==> src/rtl/bcg_pkg.sv <==
package bcg_pkg;
    typedef enum logic [1:0] {
        ST_IDLE  = 2'd0,
        ST_BURST = 2'd1,
        ST_PAGE  = 2'd2
    } bcg_state_e;
endpackage

==> src/rtl/bcg_len_decode.sv <==
module bcg_len_decode #(
    parameter int COL_W = 8
) (
    input  logic [2:0]       code_i,
    input  logic             itl_i,
    input  logic             swr_i,
    input  logic             wr_i,
    output logic [COL_W-1:0] mask_o,
    output logic             page_o,
    output logic             err_o
);
    always_comb begin
        mask_o = '0;
        page_o = 1'b0;
        err_o  = 1'b0;
        unique case (code_i)
            3'b000: mask_o = '0;
            3'b001: mask_o = COL_W'(1);
            3'b010: mask_o = COL_W'(3);
            3'b011: mask_o = COL_W'(7);
            3'b111: begin
                if (itl_i) begin
                    err_o = 1'b1;
                end else begin
                    page_o = 1'b1;
                    mask_o = '1;
                end
            end
            default: err_o = 1'b1;
        endcase
        if (swr_i && wr_i) begin
            mask_o = '0;
            page_o = 1'b0;
        end
    end
endmodule

==> src/rtl/bcg_addr_calc.sv <==
module bcg_addr_calc #(
    parameter int COL_W = 8
) (
    input  logic [COL_W-1:0] base_i,
    input  logic [COL_W-1:0] cnt_i,
    input  logic [COL_W-1:0] mask_i,
    input  logic             itl_i,
    output logic [COL_W-1:0] col_o
);
    logic [COL_W-1:0] seq_low;
    logic [COL_W-1:0] xor_low;

    always_comb begin
        seq_low = (base_i + cnt_i) & mask_i;
        xor_low = (base_i ^ cnt_i) & mask_i;
        col_o   = (base_i & ~mask_i) | (itl_i ? xor_low : seq_low);
    end
endmodule

==> src/rtl/burst_col_gen.sv <==
module burst_col_gen
    import bcg_pkg::*;
#(
    parameter int COL_W = 8
) (
    input  logic             clk,
    input  logic             rst_n,
    input  logic             start_i,
    input  logic [COL_W-1:0] start_col_i,
    input  logic [2:0]       len_code_i,
    input  logic             interleave_i,
    input  logic             single_wr_i,
    input  logic             write_i,
    input  logic             stop_i,
    output logic [COL_W-1:0] col_o,
    output logic             beat_vld_o,
    output logic             last_o,
    output logic             cfg_err_o
);
    bcg_state_e       state_q, state_d;
    logic [COL_W-1:0] base_q, cnt_q, mask_q;
    logic             itl_q, err_q;
    logic [COL_W-1:0] mask_d;
    logic             page_d, err_d;
    logic [COL_W-1:0] col_calc;
    logic             at_end;

    bcg_len_decode #(.COL_W(COL_W)) u_dec (
        .code_i (len_code_i),
        .itl_i  (interleave_i),
        .swr_i  (single_wr_i),
        .wr_i   (write_i),
        .mask_o (mask_d),
        .page_o (page_d),
        .err_o  (err_d)
    );

    bcg_addr_calc #(.COL_W(COL_W)) u_calc (
        .base_i (base_q),
        .cnt_i  (cnt_q),
        .mask_i (mask_q),
        .itl_i  (itl_q),
        .col_o  (col_calc)
    );

    assign at_end = (cnt_q == mask_q);

    // next state
    always_comb begin
        state_d = state_q;
        if (start_i) begin
            state_d = page_d ? ST_PAGE : ST_BURST;
        end else begin
            unique case (state_q)
                ST_IDLE:  state_d = ST_IDLE;
                ST_BURST: if (stop_i || at_end) state_d = ST_IDLE;
                ST_PAGE:  if (stop_i) state_d = ST_IDLE;
                default:  state_d = ST_IDLE;
            endcase
        end
    end

    // state register
    always_ff @(posedge clk or negedge rst_n) begin
        if (!rst_n) state_q <= ST_IDLE;
        else        state_q <= state_d;
    end

    // burst parameters and beat counter
    always_ff @(posedge clk or negedge rst_n) begin
        if (!rst_n) begin
            base_q <= '0;
            cnt_q  <= '0;
            mask_q <= '0;
            itl_q  <= 1'b0;
            err_q  <= 1'b0;
        end else if (start_i) begin
            base_q <= start_col_i;
            cnt_q  <= '0;
            mask_q <= mask_d;
            itl_q  <= interleave_i;
            err_q  <= err_d;
        end else if (state_q != ST_IDLE) begin
            cnt_q  <= cnt_q + COL_W'(1);
        end
    end

    // outputs
    always_comb begin
        beat_vld_o = (state_q != ST_IDLE);
        last_o     = (state_q == ST_BURST) && at_end;
        col_o      = beat_vld_o ? col_calc : '0;
        cfg_err_o  = err_q;
    end

    AST_LAST_HAS_VALID: assert property (@(posedge clk) disable iff (!rst_n)
        last_o |-> beat_vld_o);
    AST_END_AFTER_LAST: assert property (@(posedge clk) disable iff (!rst_n)
        (last_o && !start_i) |=> !beat_vld_o);
    AST_STOP_ENDS: assert property (@(posedge clk) disable iff (!rst_n)
        (beat_vld_o && stop_i && !start_i) |=> !beat_vld_o);
    AST_IDLE_STAYS: assert property (@(posedge clk) disable iff (!rst_n)
        (!beat_vld_o && !start_i) |=> !beat_vld_o);
    AST_FIRST_BEAT: assert property (@(posedge clk) disable iff (!rst_n)
        start_i |=> (beat_vld_o && col_o == $past(start_col_i)));
    AST_UPPER_FIXED: assert property (@(posedge clk) disable iff (!rst_n)
        (beat_vld_o && !start_i) |=> (!beat_vld_o || ((col_o & ~mask_q) == $past(col_o & ~mask_q))));
    AST_ERR_ONE_BEAT: assert property (@(posedge clk) disable iff (!rst_n)
        (cfg_err_o && beat_vld_o) |-> last_o);
    AST_PAGE_NO_LAST: assert property (@(posedge clk) disable iff (!rst_n)
        (state_q == ST_PAGE) |-> !last_o);
endmodule

==> config.mk <==
export PLATFORM = sky130hd
export DESIGN_NAME = burst_col_gen
export DESIGN_NICKNAME = d
export VERILOG_FILES = /design/src/rtl/bcg_pkg.sv /design/src/rtl/bcg_len_decode.sv /design/src/rtl/bcg_addr_calc.sv /design/src/rtl/burst_col_gen.sv
export SDC_FILE = /design/constraint.sdc
export NUM_CORES = 1
export LEC_CHECK = 0
export BUFFER_PORTS_ARGS = -buffer_cell sky130_fd_sc_hd__buf_2
export CAP_MARGIN = 40
export CORE_ASPECT_RATIO = 1.75
export CORE_MARGIN = 2
export CORE_UTILIZATION = 38
export CTS_CLUSTER_SIZE = 14
export DETAILED_ROUTE_END_ITERATION = 16
export HOLD_SLACK_MARGIN = 0.02
export PLACE_DENSITY = 0.58
export SLEW_MARGIN = 20
export SYNTH_ARGS = -nofsm -noshare
export SYNTH_HDL_FRONTEND = slang
export SYNTH_HIERARCHICAL = 1
export SYNTH_SLANG_ARGS = --single-unit
==> constraint.sdc <==
create_clock -name clk -period 3.7 [get_ports clk]
set_clock_uncertainty 0.1 [all_clocks]
set_input_delay 0.925 -clock clk [delete_from_list [all_inputs] [get_ports clk]]
set_output_delay 0.925 -clock clk [all_outputs]
set_load 0.005 [all_outputs]
* After elaboration in Yosys (flattened, before gate mapping) *
Index checks and enable logic that the tools add are counted.

word-level totals
  latch bits = 0
  bits in writable memories = 0
  register bits after elaboration = 28
  memories = 0
  bits in read-only memories = 0
  word-level logic and storage cells = 48
  output and inout port bits = 11

cells by class
  add/sub/neg operators = 2
  divide/modulo/power cells = 0
  $lt $le $gt $ge = 0
  reduce and logical (&&, ||, !) cells = 8
  multiplexer cells = 17
  equal/unequal tests = 9
  multipliers = 0
  shift operators = 0
  bitwise logic cells = 6

operators with widths
  cell                                                 number
  two-way mux 8 bit                                    6
  one-hot mux 8 bit (4 select lines)                   1
  bitwise AND 8 bit                                    3
  adder 8 x 1 -> 8 bit, second input constant          1
  adder 8 bit                                          1
  equality test 8 bit                                  1
  two-way mux 2 bit                                    4
  inverter 8 bit                                       1
  OR 8 bit                                             1
  XOR 8 bit                                            1
  equality test 3 x 2 -> 1 bit, second input constant  2
  != test 3 bit, second input constant                 2
  two-way mux 1 bit                                    4
  one-hot mux 2 bit (2 select lines)                   1
  nonzero test 2 bit                                   2
  OR reduction 4 bit                                   1
  equality test 3 x 1 -> 1 bit, second input constant  1
  equality test 3 bit, second input constant           1
  logical NOT 3 bit                                    1
  equality test 2 x 1 -> 1 bit, second input constant  1
  equality test 2 bit, second input constant           1
  logical AND 1 bit                                    2
  one-hot mux 1 bit (2 select lines)                   1
  AND reduction 2 bit                                  1
  logical OR 1 bit                                     1

* Longest topological paths before layout *
Gate-level depths: netlist of the first run.

  word-level depth = 5
  gate-level depth with buffers = 9

* By module *
The synthesis of the first run kept the hierarchy.

modules (own cells, without submodules)
  module          times used  area each (µm²)  cells each
  burst_col_gen   1           1,281.2          107
  bcg_addr_calc   1           420.4            61
  bcg_len_decode  1           111.4            16

* Worst setup path after synthesis of the first run *
OpenSTA, ideal clock, no wires.

  path kind = register -> output
  from = reg cnt_q[0]
  to = out col_o[6]
  data arrival time = 2.233 ns
  slack = 0.442 ns
  stages on the path, launching flop included = 10
  required time = 2.675 ns
  cells stage by stage = dfrtp_1 -> ha_1 -> inv_1 -> fa_1 -> or2b_1 -> a211oi_1 -> a31oi_1 -> xnor2_1 -> mux2_2 -> and2_1

between the ends
  word-level cells in the longest chain between the ends = 5

RTL lines
  what                      line                 RTL
  start: declaration        burst_col_gen.sv:21  logic [COL_W-1:0] base_q, cnt_q, mask_q;
  start signal: assignment  burst_col_gen.sv:84  cnt_q <= cnt_q + COL_W'(1);
  adder 8 bit               bcg_addr_calc.sv:14  seq_low = (base_i + cnt_i) & mask_i;
  bitwise AND 8 bit         bcg_addr_calc.sv:14
  two-way mux 8 bit         bcg_addr_calc.sv:16  col_o = (base_i & ~mask_i) | (itl_i ? xor_low : seq_low);
  OR 8 bit                  bcg_addr_calc.sv:16
  net col_calc[6]           burst_col_gen.sv:25  logic [COL_W-1:0] col_calc;
  two-way mux 8 bit         burst_col_gen.sv:92  col_o = beat_vld_o ? col_calc : '0;
  end: declaration          burst_col_gen.sv:15  output logic [COL_W-1:0] col_o,

The timed path passes the listed nets, and every way through them passes these cells.

* Final worst setup path of the first run *
  from = reg cnt_q[1]
  to = out col_o[7]

Same word-level chain as after synthesis.

==> flow_metrics.py, run 1 <==
metrics = {
    "status": {
        "status": "completed",
    },
    "timing": {
        "min_period_ns": 3.56,
        "rsz0062_at_grt": "false",
        "finalSetupViolCount": 0,
        "worst_pin_slew_ns": 0.659,
        "fin_ws_ns": 0.141,
        "hold_ws_ns": 0.421,
        "period_share": 0.962,
        "hold_violations": 0,
        "clock.fmax_mhz": 281,
        "slew_headroom": 0.560,
        "slew_violations": 0,
        "tns_ns": 0,
    },
    "grt": {
        "grt_pass1_wl_um": 6290,
        "grt_use_total": 0.152,
        "antenna_found_initial": 0,
        "grt_max_degree": 31,
        "grt_pass1_vias": 1351,
        "gr-total-overflow": 0,
    },
    "place": {
        "place_ws_ns": 0.353,
        "io_buffers": 28,
        "dpl.hpwl_um": 2840,
        "post-place-cells": 257,
        "gp_congestion": 0.783,
        "placed_cell_area_sq_um": 1980,
    },
    "floorplan": {
        "core_area_sq_um": 4620,
        "die_w_um": 56.2,
        "die_area_sq_um": 5360,
        "start_util": 0.392,
        "fp-row-count": 33,
        "io_pins": 29,
        "chipHeight_um": 95.4,
    },
    "synth": {
        "ys_warn_count": 6,
        "synth_top_area_frac": 0.386,
        "synthFlopType": "dfrtp_1",
        "seq_area_frac_synth": 0.386,
        "synth.cell_area_sq_um": 1810,
        "syn_area_per_cell_sq_um": 9.85,
        "synth_top_area_cell": "dfrtp_1",
        "synth_edf_count": 0,
        "ys_types": 40,
        "synthesis.nets": 211,
        "synth_area_leaders": "dfrtp_1, mux2_2, xnor2_1",
        "synthCells": 184,
        "async_flop_share": 1.00,
        "synth_seq_cells": 28,
    },
    "clock_network": {
        "cts_tree": "yes",
        "htreeDepth": 1,
        "clkLatencyLatePin_ns": 0.27,
        "cts_max_path_buffers": 2,
        "cts.sinks": 28,
        "cts_root_buffer": "clkbuf_8",
        "clkTransAtPathRegs_ns": 0.10,
        "postCtsSetupBuffers": 0,
        "numCtsBuffers": 3,
    },
    "pwr": {
        "max-vdd-ir-drop_uv": 232,
        "leakagePower_nw": 0.925,
        "netSwitchingFraction": 0.265,
        "clockPowerShare": 0.318,
        "comb_power_share": 0.219,
        "p_per_area_nw_per_um2": 366,
        "p_switching_w": 0.000201,
        "p_int_w": 0.000556,
        "power_frac_seq": 0.463,
    },
    "cells_and_area": {
        "antenna_cells": 0,
        "fill_cells": 473,
        "fin_cells": 261,
        "postLayoutCellArea_sq_um": 2070,
        "area_growth_syn_to_layout_pct": 14.0,
        "nNetsFinal": 237,
        "drive_gt1_frac": 0.325,
    },
    "setup_path": {
        "r2r_slack_ns": 2.18,
        "critPathArrivalTime_ns": 2.53,
        "worstSetupPathType": "flip-flop to output pin",
        "path_max_fanout": 6,
        "end_kind": "output pin",
        "critPathLaunchType": "flip-flop",
        "r2r_end": "cnt_q[3]",
        "worstReg2RegStart": "state_q[1]",
        "worstPathRequired_ns": 2.67,
        "r2r_cells": 5,
    },
    "worst_hold_path": {
        "hp-class": "flip-flop to flip-flop",
        "worstHoldEndpoint": "cfg_err_o",
        "worst_hold_path.num_cells": 1,
        "hold_start": "cfg_err_o",
    },
    "routing": {
        "drc": 0,
        "wl_um": 3790,
        "num_vias": 1382,
        "wl_per_cell_um": 14.5,
        "routed_via_density": 5.30,
        "drtAntennaViolNets": 0,
        "drt_iter0_markers": 25,
        "drtPass1Iterations": 4,
    },
    "flow_run": {
        "drv_cap": 0,
    },
}
==> state kept, by name (all words and copies together), names as in the netlist <==
signal / flops
state_q: 2
mask_q: 8
base_q: 8
cnt_q: 8
cfg_err_o: 1
itl_q: 1
==> logic make-up after synthesis <==
kind of cell	count (synthesis)	share of synthesized area
buf+inv	16	0.0455
xor+xnor	17	0.0821
flops	28	0.386
fa+ha+maj	9	0.0663
mux	20	0.124
simple gates	61	0.184
compound gates	33	0.112
==> through the flow <==
step	total power, W	util
floorplan	0.000464	-
global placement	0.000520	0.428
detailed placement	0.000521	0.428
CTS	0.000765	0.443
global route	0.000805	0.447
finish	0.000756	0.447
==> cell usage after synthesis (2+ instances only) <==
cell,n
a21oi_1,11
buf_2,2
or3_1,2
inv_1,6
or2b_1,2
and3_1,4
and2_1,8
buf_4,5
xnor2_1,13
nor3_1,2
nand4_1,4
mux2_2,20
nand2_1,14
ha_1,8
nor2_1,17
o21ai_0,4
xor2_1,4
clkbuf_1,2
a31oi_1,2
o21bai_1,2
a211oi_1,2
dfrtp_1,28
o21ai_1,5
==> power by group through the flow <==
stage | Clock [W] | Combinational [W] | Sequential (W)
2_1_floorplan | 0 | 0.000113 | 0.000350
3_3_place_gp | 0 | 0.000165 | 0.000355
3_5_place_dp | 0 | 0.000165 | 0.000356
4_1_cts | 0.000248 | 0.000167 | 0.000350
5_1_grt | 0.000262 | 0.000189 | 0.000355
6_report | 0.000241 | 0.000166 | 0.000350
==> routing by layer <==
| layer | GRT usage | share of wire | vias to the layer above |
|---|---|---|---|
| met1 | 0.171 | 0.39 | 658 |
| met3 | 0.0136 | 0.030 | 8 |
| li1 | - | - | 691 |
| met5 | 0 | 0 | - |
| met4 | 0.0734 | 0.030 | 0 |
| met2 | 0.285 | 0.55 | 25 |
==> worst max-delay path by stage <==
stage	from	end	slack (ns)	depth (start not counted)
finish	cnt_q[1]	col_o[7]	0.14	8
global route	base_q[0]	col_o[6]	0.005	10
detailed placement	base_q[0]	col_o[6]	0.35	10
CTS	base_q[0]	col_o[6]	0.04	10
global placement	base_q[0]	col_o[6]	0.37	10
floorplan	cnt_q[0]	col_o[6]	0.44	9
==> layout make-up <==
type                       count  area (sq um)  share of cell area
clock buffer                   3          41.3              0.0200
timing repair buffer          30           155              0.0751
tap                           52          65.1              0.0315
clock inverter                 1          30.0              0.0145
inverter                       7          27.5              0.0133
sequential                    28           704               0.341
multi-input combinational    140          1040               0.505
==> layout by cell type, fill, tap and decap left out, types with 2 or more instances in the layout <==
cell	n
xor2_1	4
nand4_1	4
clkbuf_8	3
buf_4	2
and3_1	4
nor2_1	17
o21ai_1	5
nand2_1	14
mux2_2	20
o21bai_1	2
ha_1	7
a31oi_1	2
dfrtp_1	25
a21oi_1	10
and2_1	8
xnor2_1	13
inv_1	5
or2b_1	2
nor3_1	2
o21ai_0	4
buf_2	28
dfrtp_2	3
or3_1	2
==> critical path: stages, from the launching register on <==
cell and delay (ns):
dfrtp_2 0.47, ha_1 0.33, a211oi_1 0.08, o21bai_1 0.19, a21oi_2 0.10, o32a_1 0.33, or4_1 0.51, and2_1 0.14
buf_2 0.12
==> timing repair <==
item                                    CTS  global route
gates resized for setup                   0             8
hold buffers                              0             0
endpoints found under the setup margin    0             2
Power figures use the tool's default switching activity.
==> inputs of run 2 (changes only) <==
--- a/config.mk
+++ b/config.mk
@@ -14,6 +14,7 @@
 export DETAILED_ROUTE_END_ITERATION = 16
 export HOLD_SLACK_MARGIN = 0.02
 export PLACE_DENSITY = 0.58
+export RECOVER_POWER = 25
 export SLEW_MARGIN = 20
 export SYNTH_ARGS = -nofsm -noshare
 export SYNTH_HDL_FRONTEND = slang
==> run 2 against run 1 <==
Clock-buffer cell count did not move. Sequential share of layout area barely moved. Worst setup slack barely moved. Fmax barely moved. The run now ends with capacitance limit, slew limit left. Critical path type unchanged. Die area did not move. Combinational power barely moved. Highest routed layer unchanged. Critical path depth did not move. Sequential power barely moved. Largest power group unchanged. Non-clock buffer count did not move.
==> flow_metrics.py, run 2 (synthesized netlist as in run 1, its figures left out) <==
metrics = {
    "floorplan": {
        "die_area_sq_um": 5360,
        "fp-row-count": 33,
        "core_area_sq_um": 4620,
        "chipHeight_um": 95.4,
        "die_w_um": 56.2,
        "io_pins": 29,
        "start_util": 0.392,
    },
    "status": {
        "violations": "capacitance limit, slew limit",
        "status": "complete, but fails checks",
    },
    "cells_and_area": {
        "reg_top3": "base_q (8), cnt_q (8), mask_q (8)",
        "layout_commonest_cell": "buf_2",
        "drive_gt1_frac": 0.321,
        "postLayoutCellArea_sq_um": 2070,
        "area_growth_syn_to_layout_pct": 13.9,
        "antenna_cells": 0,
        "fin_cells": 261,
        "final_cell_mix": "buf_2, dfrtp_1, mux2_2",
        "nNetsFinal": 237,
    },
    "pwr": {
        "total_power_w": 0.000756,
        "max-vdd-ir-drop_uv": 232,
        "p_per_area_nw_per_um2": 366,
        "leakagePower_nw": 0.922,
    },
    "grt": {
        "grt_max_degree": 31,
        "grt_pass1_wl_um": 6290,
        "antenna_found_initial": 0,
        "grt_use_total": 0.152,
        "grt_pass1_vias": 1351,
        "gr-total-overflow": 0,
    },
    "clock_network": {
        "postCtsSetupBuffers": 0,
        "cts_max_path_buffers": 2,
        "cts_resized": 0,
        "cts_root_buffer": "clkbuf_8",
        "numCtsBuffers": 3,
        "clkLatencyLatePin_ns": 0.27,
        "htreeDepth": 1,
        "cts.sinks": 28,
        "cts_tree": "yes",
        "ctsHoldBuffers": 0,
        "clkTransAtPathRegs_ns": 0.10,
    },
    "routing": {
        "drtPass1Iterations": 4,
        "drc": 0,
        "wl_met1_um": 1490,
        "met3_length_um": 118,
        "drtAntennaViolNets": 0,
        "routed_via_density": 5.30,
        "wl_um": 3800,
        "wl_per_cell_um": 14.5,
        "drt_iter0_markers": 25,
        "dr.max_layer_used": "met4",
        "num_vias": 1382,
        "met2WireLength_um": 2070,
    },
    "timing": {
        "period_share": 0.962,
        "hold_violations": 0,
        "finalSetupViolCount": 0,
        "tns_ns": 0,
        "slew_headroom": -0.0483,
        "worst_pin_slew_ns": 1.57,
        "rsz0062_at_grt": "false",
        "slew_violations": 29,
        "clock.fmax_mhz": 281,
        "min_period_ns": 3.56,
    },
    "setup_path": {
        "r2r_cells": 5,
        "critPathCapture": "col_o[7]",
        "worstPathRequired_ns": 2.67,
        "cp-startpoint": "cnt_q[1]",
        "critPathArrivalTime_ns": 2.53,
        "end_kind": "output pin",
        "r2r_end": "cnt_q[3]",
        "worstReg2RegStart": "state_q[1]",
        "critPathLaunchType": "flip-flop",
        "path_max_fanout": 6,
        "worstSetupPathType": "flip-flop to output pin",
        "r2r_slack_ns": 2.18,
    },
    "flow_run": {
        "drv_cap": 1,
    },
    "place": {
        "post-place-cells": 257,
        "io_buffers": 28,
        "gp_congestion": 0.783,
        "placed_cell_area_sq_um": 1980,
        "dpl.hpwl_um": 2840,
    },
    "worst_hold_path": {
        "hp-class": "flip-flop to flip-flop",
    },
}
run 2: cell count changes in the layout (fill, tap and decap cells not counted), sizes merged:
cell / previous run / this run
buf: 30 / 29
clkbuf: 3 / 4
run 2: worst min path at each step:
| stage | from | to | slack (ns) | cells past startpoint |
|---|---|---|---|---|
| after global placement | cfg_err_o | cfg_err_o | 0.39 | 1 |
| after global routing | cfg_err_o | cfg_err_o | 0.44 | 1 |
| final | cfg_err_o | cfg_err_o | 0.42 | 1 |
| after detailed placement | cfg_err_o | cfg_err_o | 0.40 | 1 |
| after CTS | cfg_err_o | cfg_err_o | 0.42 | 1 |
| after floorplan | itl_q | itl_q | 0.41 | 1 |
run 2: stage by stage:
step	hold WS, ns	setup slack, ns	utilization
2_1_floorplan	0.405	0.442	-
3_3_place_gp	0.389	0.368	0.428
3_5_place_dp	0.396	0.353	0.428
4_1_cts	0.420	0.0389	0.443
5_1_grt	0.442	0.00503	0.447
6_report	0.421	0.141	0.447
run 2: area by class of cell:
cell class                      instances  area (sq um)
Sequential cell                        28           704
Tap cell                               52          65.1
Timing Repair Buffer                   30           154
Inverter                                7          27.5
Clock buffer                            3          41.3
Fill cell                             474          2560
Clock inverter                          1          30.0
Multi-Input combinational cell        140          1040
run 2: worst max-delay path: stages, from the launching register on:
cell and delay, ns:
dfrtp_2 0.47, ha_1 0.33, a211oi_1 0.08, o21bai_1 0.19
a21oi_2 0.10, o32a_1 0.33, or4_1 0.51, and2_1 0.14
buf_2 0.12
run 2: routing by layer:
metal | global-route usage | vias up
li1 | - | 693
met1 | 0.171 | 652
met2 | 0.285 | 29
met3 | 0.0136 | 8
met4 | 0.0734 | 0
met5 | 0 | -
run 2: where the power goes:
group | leakage [nW] | internal [W] | switching (W)
Sequential | 0.356 | 0.000326 | 0.0000234
Clock | 0.0357 | 0.000145 | 0.0000959
Combinational | 0.531 | 0.0000842 | 0.0000813
